<file path="config.mk">
export PLATFORM = sky130hd
export DESIGN_NAME = excl_granule_monitor
export DESIGN_NICKNAME = d
export VERILOG_FILES = /design/src/rtl/excl_mon_pkg.sv /design/src/rtl/excl_mon_ctrl.sv /design/src/rtl/excl_mon_datapath.sv /design/src/rtl/excl_granule_monitor.sv
export SDC_FILE = /design/constraint.sdc
export NUM_CORES = 1
export LEC_CHECK = 0
export ABC_CLOCK_PERIOD_IN_PS = 8200
export BUFFER_PORTS_ARGS = -buffer_cell sky130_fd_sc_hd__buf_2
export CAP_MARGIN = 20
export CORE_UTILIZATION = 50
export DETAILED_ROUTE_END_ITERATION = 7
export HOLD_SLACK_MARGIN = 0.03
export PLACE_DENSITY = 0.77
export SYNTH_ARGS = -nofsm -noshare
export SYNTH_HDL_FRONTEND = slang
export SYNTH_SLANG_ARGS = --single-unit
export TNS_END_PERCENT = 30
</file>
<file path="constraint.sdc">
create_clock -name clk -period 8.2 [get_ports clk]
set_clock_uncertainty 0.05 [all_clocks]
set_input_delay 1.23 -clock clk [delete_from_list [all_inputs] [get_ports clk]]
set_output_delay 1.23 -clock clk [all_outputs]
set_load 0.03 [all_outputs]
</file>
<file path="src/rtl/excl_mon_pkg.sv">
package excl_mon_pkg;
  typedef enum logic [1:0] {
    OP_NONE  = 2'b00,
    OP_LOAD  = 2'b01,
    OP_STORE = 2'b10,
    OP_CLEAR = 2'b11
  } exOp_e;

  // control -> datapath strobes for the selected requester entry
  typedef struct packed {
    logic setRes;   // record a new reservation
    logic dropRes;  // invalidate the reservation
  } monStrobe_t;
endpackage

</file>
<file path="src/rtl/excl_mon_ctrl.sv">
module excl_mon_ctrl
  import excl_mon_pkg::*;
(
  input  logic       clk,
  input  logic       rstN,
  input  logic       reqValid,
  input  logic [1:0] reqOp,
  input  logic [1:0] reqAddrLow,
  input  logic       resHit,
  output monStrobe_t strb,
  output logic       rspValid,
  output logic       rspFail,
  output logic       rspWriteEn,
  output logic       rspFault
);
  exOp_e op;
  logic  aligned;
  logic  isExcl;
  logic  isLoad;
  logic  isStore;
  logic  isClear;

  assign op      = exOp_e'(reqOp);
  assign aligned = (reqAddrLow == 2'b00);
  assign isLoad  = reqValid && (op == OP_LOAD);
  assign isStore = reqValid && (op == OP_STORE);
  assign isClear = reqValid && (op == OP_CLEAR);
  assign isExcl  = isLoad || isStore;

  always_comb begin
    strb         = '0;
    strb.setRes  = isLoad && aligned;
    strb.dropRes = (isStore && aligned) || isClear;
  end

  always_ff @(posedge clk) begin
    if (!rstN) begin
      rspValid   <= 1'b0;
      rspFail    <= 1'b0;
      rspWriteEn <= 1'b0;
      rspFault   <= 1'b0;
    end else begin
      rspValid   <= isExcl || isClear;
      rspFault   <= isExcl && !aligned;
      rspWriteEn <= isStore && aligned && resHit;
      rspFail    <= (isExcl && !aligned) || (isStore && aligned && !resHit);
    end
  end
endmodule

</file>
<file path="src/rtl/excl_mon_datapath.sv">
module excl_mon_datapath
  import excl_mon_pkg::*;
#(
  parameter int GRAN_LOG2 = 4,
  parameter int ID_W      = 2,
  localparam int NUM_REQ  = 1 << ID_W,
  localparam int TAG_W    = 32 - GRAN_LOG2
) (
  input  logic             clk,
  input  logic             rstN,
  input  monStrobe_t       strb,
  input  logic [ID_W-1:0]  reqId,
  input  logic [TAG_W-1:0] reqTag,
  input  logic             snoopValid,
  input  logic [TAG_W-1:0] snoopTag,
  output logic             resHit
);
  logic             validQ [NUM_REQ];
  logic [TAG_W-1:0] tagQ   [NUM_REQ];
  logic             snoopSameGran;

  assign snoopSameGran = snoopValid && (snoopTag == reqTag);

  for (genvar i = 0; i < NUM_REQ; i++) begin : gEntry
    logic selected;
    logic snoopKill;
    assign selected  = (reqId == ID_W'(i));
    assign snoopKill = snoopValid && validQ[i] && (tagQ[i] == snoopTag);

    always_ff @(posedge clk) begin
      if (!rstN) begin
        validQ[i] <= 1'b0;
        tagQ[i]   <= '0;
      end else if (strb.setRes && selected) begin
        validQ[i] <= 1'b1;   // new reservation wins over a same-cycle snoop
        tagQ[i]   <= reqTag;
      end else if ((strb.dropRes && selected) || snoopKill) begin
        validQ[i] <= 1'b0;
      end
    end
  end

  // a same-cycle conflicting write is ordered before the store
  assign resHit = validQ[reqId] && (tagQ[reqId] == reqTag) && !snoopSameGran;
endmodule

</file>
<file path="src/rtl/excl_granule_monitor.sv">
module excl_granule_monitor
  import excl_mon_pkg::*;
#(
  parameter int GRAN_LOG2 = 4,
  parameter int ID_W      = 2
) (
  input  logic            clk,
  input  logic            rstN,
  input  logic            reqValid,
  input  logic [1:0]      reqOp,
  input  logic [ID_W-1:0] reqId,
  input  logic [31:0]     reqAddr,
  input  logic            snoopValid,
  input  logic [31:0]     snoopAddr,
  output logic            rspValid,
  output logic            rspFail,
  output logic            rspWriteEn,
  output logic            rspFault
);
  localparam int TAG_W = 32 - GRAN_LOG2;

  monStrobe_t strb;
  logic       resHit;
  logic       unusedLowBits;

  assign unusedLowBits = ^{reqAddr[GRAN_LOG2-1:2], snoopAddr[GRAN_LOG2-1:0]};

  excl_mon_ctrl uCtrl (
    .clk        (clk),
    .rstN       (rstN),
    .reqValid   (reqValid),
    .reqOp      (reqOp),
    .reqAddrLow (reqAddr[1:0]),
    .resHit     (resHit),
    .strb       (strb),
    .rspValid   (rspValid),
    .rspFail    (rspFail),
    .rspWriteEn (rspWriteEn),
    .rspFault   (rspFault)
  );

  excl_mon_datapath #(.GRAN_LOG2(GRAN_LOG2), .ID_W(ID_W)) uData (
    .clk        (clk),
    .rstN       (rstN),
    .strb       (strb),
    .reqId      (reqId),
    .reqTag     (reqAddr[31:32-TAG_W]),
    .snoopValid (snoopValid),
    .snoopTag   (snoopAddr[31:32-TAG_W]),
    .resHit     (resHit)
  );
endmodule

</file>
After elaboration in Yosys (flattened, before gate mapping)
Memory sizes are Yosys's and may differ from the RTL's.
Cells that the tools add are included.
{"block": "word_totals", "inputBits": 72, "ramBits": 116, "memories": 2, "output_inout_bits": 4, "reg_bits": 4}
{"memory": "uData.tagQ", "words": 4, "width": 28, "read_ports": 5, "rd_ports_with_merged_regs": 0, "wr": 4, "line_no": "excl_mon_datapath.sv:19", "text": "logic [TAG_W-1:0] tagQ [NUM_REQ];"}
{"memory": "uData.validQ", "words": 4, "width": 1, "read_ports": 5, "rd_ports_with_merged_regs": 0, "wr": 4, "line_no": "excl_mon_datapath.sv:18", "text": "logic validQ [NUM_REQ];"}
{"block": "op_classes", "eq_ne": 12, "n_bitwise": 12, "n_reduce_logical": 40, "mux": 41}
{"cell": "$eq A28 B28 Y1", "count": 6}
{"cell": "$mux W28", "count": 4}
{"cell": "$mux W1", "count": 37}
{"cell": "$logic_and A1 B1 Y1", "count": 27}
{"cell": "$or A1 B1 Y1", "count": 12}
{"cell": "$eq A2 B2 Y1 const B", "count": 4}
{"cell": "$logic_or A1 B1 Y1", "count": 8}
{"cell": "$eq A2 B1 Y1 const B", "count": 2}
{"cell": "$logic_not A2 Y1", "count": 2}
{"cell": "$logic_not A1 Y1", "count": 3}

Depth between registers and ports, before layout
{"block": "depth", "depth_word": 11, "mapped_depth": 8, "depth_no_buf": 6}

Cells and area by module
Synthesis repeated with hierarchy kept, for this count alone.
{"block": "hier_totals", "cells_unflattened": 573, "hier_area_um2": 7214.4}
{"module": "excl_mon_datapath", "cells_each": 556, "area_per_inst_um2": 7034.2, "n_inst": 1}
{"module": "excl_mon_ctrl", "cells_each": 17, "area_per_inst_um2": 180.2, "n_inst": 1}

Worst setup path before layout
OpenSTA, ideal clock, no wires.
{"block": "synth_timing", "path_kind": "input -> register", "startpoint": "input port reqId[1]", "endpoint": "memory uData.validQ[3], enable pin", "required_ns": 7.849, "arrival_ns": 4.283, "cell_stages": 7, "setup_slack_ns": 3.566, "cell_sequence": "buf_2 -> buf_2 -> clkbuf_1 -> nand2_1 -> o21ai_0 -> a31oi_1 -> nand2_1"}
{"item": "start: declaration", "line_no": "excl_granule_monitor.sv:11", "text": "input logic [ID_W-1:0] reqId,"}
{"item": "end: declaration", "line_no": "excl_mon_datapath.sv:18"}

Worst setup path in the final report
{"block": "layout_timing", "startpoint": "input port reqId[0]", "endpoint": "register uCtrl.rspWriteEn"}
{"block": "layout_via", "elab_chain_cells": 5, "word_cells_on_any_way": 6}
{"item": "$mem_v2 Z4 W28"}
{"item": "$eq A28 B28 Y1", "line_no": "excl_mon_datapath.sv:44", "text": "assign resHit = validQ[reqId] && (tagQ[reqId] == reqTag) && !snoopSameGran;"}
{"item": "$logic_and A1 B1 Y1 (*) (2 in a row)", "line_no": "excl_mon_datapath.sv:44"}
{"item": "$logic_and A1 B1 Y1 (*)", "line_no": "excl_mon_ctrl.sv:45", "text": "rspWriteEn <= isStore && aligned && resHit;"}
{"item": "end signal: assignment", "line_no": "excl_mon_ctrl.sv:45"}
{"item": "end: declaration", "line_no": "excl_mon_ctrl.sv:13", "text": "output logic rspWriteEn,"}
Every way passes the cells marked *; elsewhere a longest branch is shown, timed or not.
A chain may end at the register's enable or synchronous reset.

==> metrics.yaml <==
period_needed_ns: 3.89
hold_path_class: "reg2reg"
floorplan.initialDensity_pct: 51.7
seq_area_frac_synth_pct: 49.0
final_antenna_net_count: 0
fin_crit_sh_pct: 47.4
timing.rr.start: "uData.tagQ[3][26]"
vias_per_cell: 6.08
synth_most_common_cell: "edfxtp_1"
top_layer_used: "met4"
p_leak_nw: 2.96
fp.coreArea_um2: 14000
io_buffers: 69
slew_violations: 0
synth_top_area_share_pct: 47.6
cts_buffers: 17
drive_gt1_share_pct: 20.5
syn_inst: 606
root_buffer: "clkbuf_16"
peakVddDrop_mv: 0.177
drtIter0Drc: 498
whs_ns: 0.621
hold_end: "uData.validQ[2]"
pin_count: 76
clk_pin_slew_ns: 0.06
fmax_ghz: 0.257
yosys-top-cells-count: "115 x edfxtp_1, 105 x and2_1, 87 x xor2_1"
synth_top_area_cell: "edfxtp_1"
hold_violations: 0
cts_resized: 0
fin_util_pct: 58.8
power.density_nw_per_um2: 201
reg2reg_to: "uCtrl.rspWriteEn"
grt_max_degree: 47
die_x_um: 122
first_pass_iters: 5
startpoint_type: "primary input"
seqPwrFrac_pct: 43.9
grt_antenna_before_repair: 0
crit_chain: "buf_2, buf_4, mux4_2, xor2_1, nor4_1, nand3_1, or4_1, nor3b_1"
yosysUniqueCellTypes: 36
p_int_mw: 1.21
track_usage_pct: 29.3
met1_length_mm: 8.39
swShare_pct: 27.0
tightest_slew_ns: 1.01
tns_ns: 0
netlist_area_um2: 7250
htreeDepth: 4
gp_congestion: 0.949
die_area_um2: 15000
clk_path_buf_depth: 2
dp_hpwl_mm: 14.4
area_delta_synth_final_pct: 13.8
avgSynthCellArea_um2: 12.0
postCtsSetupBuffers: 0
final_nets: 724
clk_latency_ns: 0.43
clock_power_share_pct: 42.3
cts_tree: "done"
reg2reg_depth: 6
combPwrFrac_pct: 13.8
grt-ovfl-total: 0
setup_viol: 0
end_kind: "flop"
wl_per_cell_um: 24.2
dr_wl_met3_mm: 1.78
cp-startpoint: "reqId[0]"
power_mw: 1.66
fin_ws_ns: 4.31
numClockSinks: 120
ff2ff_setup_slack_ns: 5.57
outcome: "complete, no violations"
die_h_um: 122
crit_required_ns: 8.50
synth-seq-cells: 120
holdPathStages: 3
async_reset_ff_share_pct: 0
synth_edf_count: 115
min_from: "uData.validQ[2]"
arrival_ns: 4.19
routed_wl_mm: 20.5
grt_pass1_vias: 5040
path_max_fanout: 46
ctsHoldBuffers: 0
dp_slack_ns: 3.93
vias: 5136
drc_errors: 0
timing.slew.headroom_pct: 32.4
met2WireLength_mm: 9.45
cpPeakStageDelay_ns: 0.66
grt_pass1_wl_mm: 30.5
drv_cap: 0
synth.yosys.warnings: 0
syn_nets: 678
rows: 43
switchingPower_uw: 447
crit_slowest_cell: "buf_4"
synth_top_flop_cell: "edfxtp_1"
rsz0062_at_grt: "false"
synthTopCellsByArea: "edfxtp_1 48%, xor2_1 11%, xnor2_1 9.4%"
critPathKind: "in2reg"
antenna_cells: 0
-- critical path: cells and delay by family --
family | cells | cell delay [ns]
muxes | 1 | 0.60
xor gates and xnor gates | 1 | 0.15
and+or+nand+nor | 4 | 1.45
buffers and inverters | 2 | 0.73
-- per-layer routing --
| metal | vias up | GRT usage [%] |
|---|---|---|
| li1 | 2253 | - |
| met1 | 2550 | 38.5 |
| met2 | 279 | 44.8 |
| met3 | 54 | 7.81 |
| met4 | 0 | 14.5 |
| met5 | - | 0 |
-- area by class of cell --
cell class	count	area, um2
multi-input cells	431	3500
repair buffers	78	413
fillers	1147	5780
clock inverters	15	130
clock buffers	17	425
inverters	4	15.0
well taps	180	225
flip-flops and latches	120	3550
-- worst max path at each step --
stage / endpoint / slack, ns / depth (start not counted)
after floorplan: uData.validQ[3] / 3.57 / 7
after global placement: uCtrl.rspWriteEn / 3.89 / 8
after detailed placement: uCtrl.rspWriteEn / 3.93 / 8
after CTS: uCtrl.rspWriteEn / 4.36 / 8
after global routing: uCtrl.rspWriteEn / 4.18 / 8
final: uCtrl.rspWriteEn / 4.31 / 8
-- kinds of logic after synthesis --
| kind of cell | count (synthesis) | share of synthesized area (%) |
|---|---|---|
| flip-flops | 120 | 49.0 |
| AO/OA/AOI/OAI | 24 | 2.19 |
| AND/OR/NAND/NOR | 204 | 16.6 |
| XOR/XNOR | 165 | 19.9 |
| buffers and inverters | 55 | 3.24 |
| multiplexers | 38 | 9.04 |
-- per-stage QoR --
step                      instance area [um2]  std cells
after floorplan                          7250        606
after global placement                   7700        813
after detailed placement                 7700        813
after CTS                                8260        845
after global routing                     8260        845
final                                    8260        845
-- registers in the layout (all words and copies together), names as in the netlist --
register,flops
uCtrl.rspValid,1
uData.validQ,4
uCtrl.rspFail,1
uData.tagQ,112
uCtrl.rspWriteEn,1
uCtrl.rspFault,1
-- placed cells by master, fill, tap and decap left out, types with 2 or more instances in the layout --
cell,count
edfxtp_1,115
and2_1,105
xor2_1,87
xnor2_1,78
buf_2,69
nor4_1,28
nand4_1,23
mux4_2,22
clkbuf_16,17
mux2i_1,16
nor2_1,11
nor3_1,11
nand2_1,9
buf_4,9
nand3_1,8
clkinvlp_4,5
dfxtp_1,5
inv_1,4
o21ai_0,4
o22ai_1,4
nor2b_1,3
o21ai_2,3
or4_1,3
clkinv_2,3
clkinv_4,3
a31oi_1,2
a21oi_1,2
inv_6,2
-- power by group through the flow --
stage | registers, mW | clock network (mW) | logic [mW]
CTS | 0.727 | 0.707 | 0.225
detailed placement | 0.739 | 0 | 0.223
floorplan | 0.735 | 0 | 0.143
global route | 0.730 | 0.736 | 0.239
finish | 0.728 | 0.702 | 0.228
global placement | 0.736 | 0 | 0.222
Note: power is estimated with default switching activity, not from simulation.
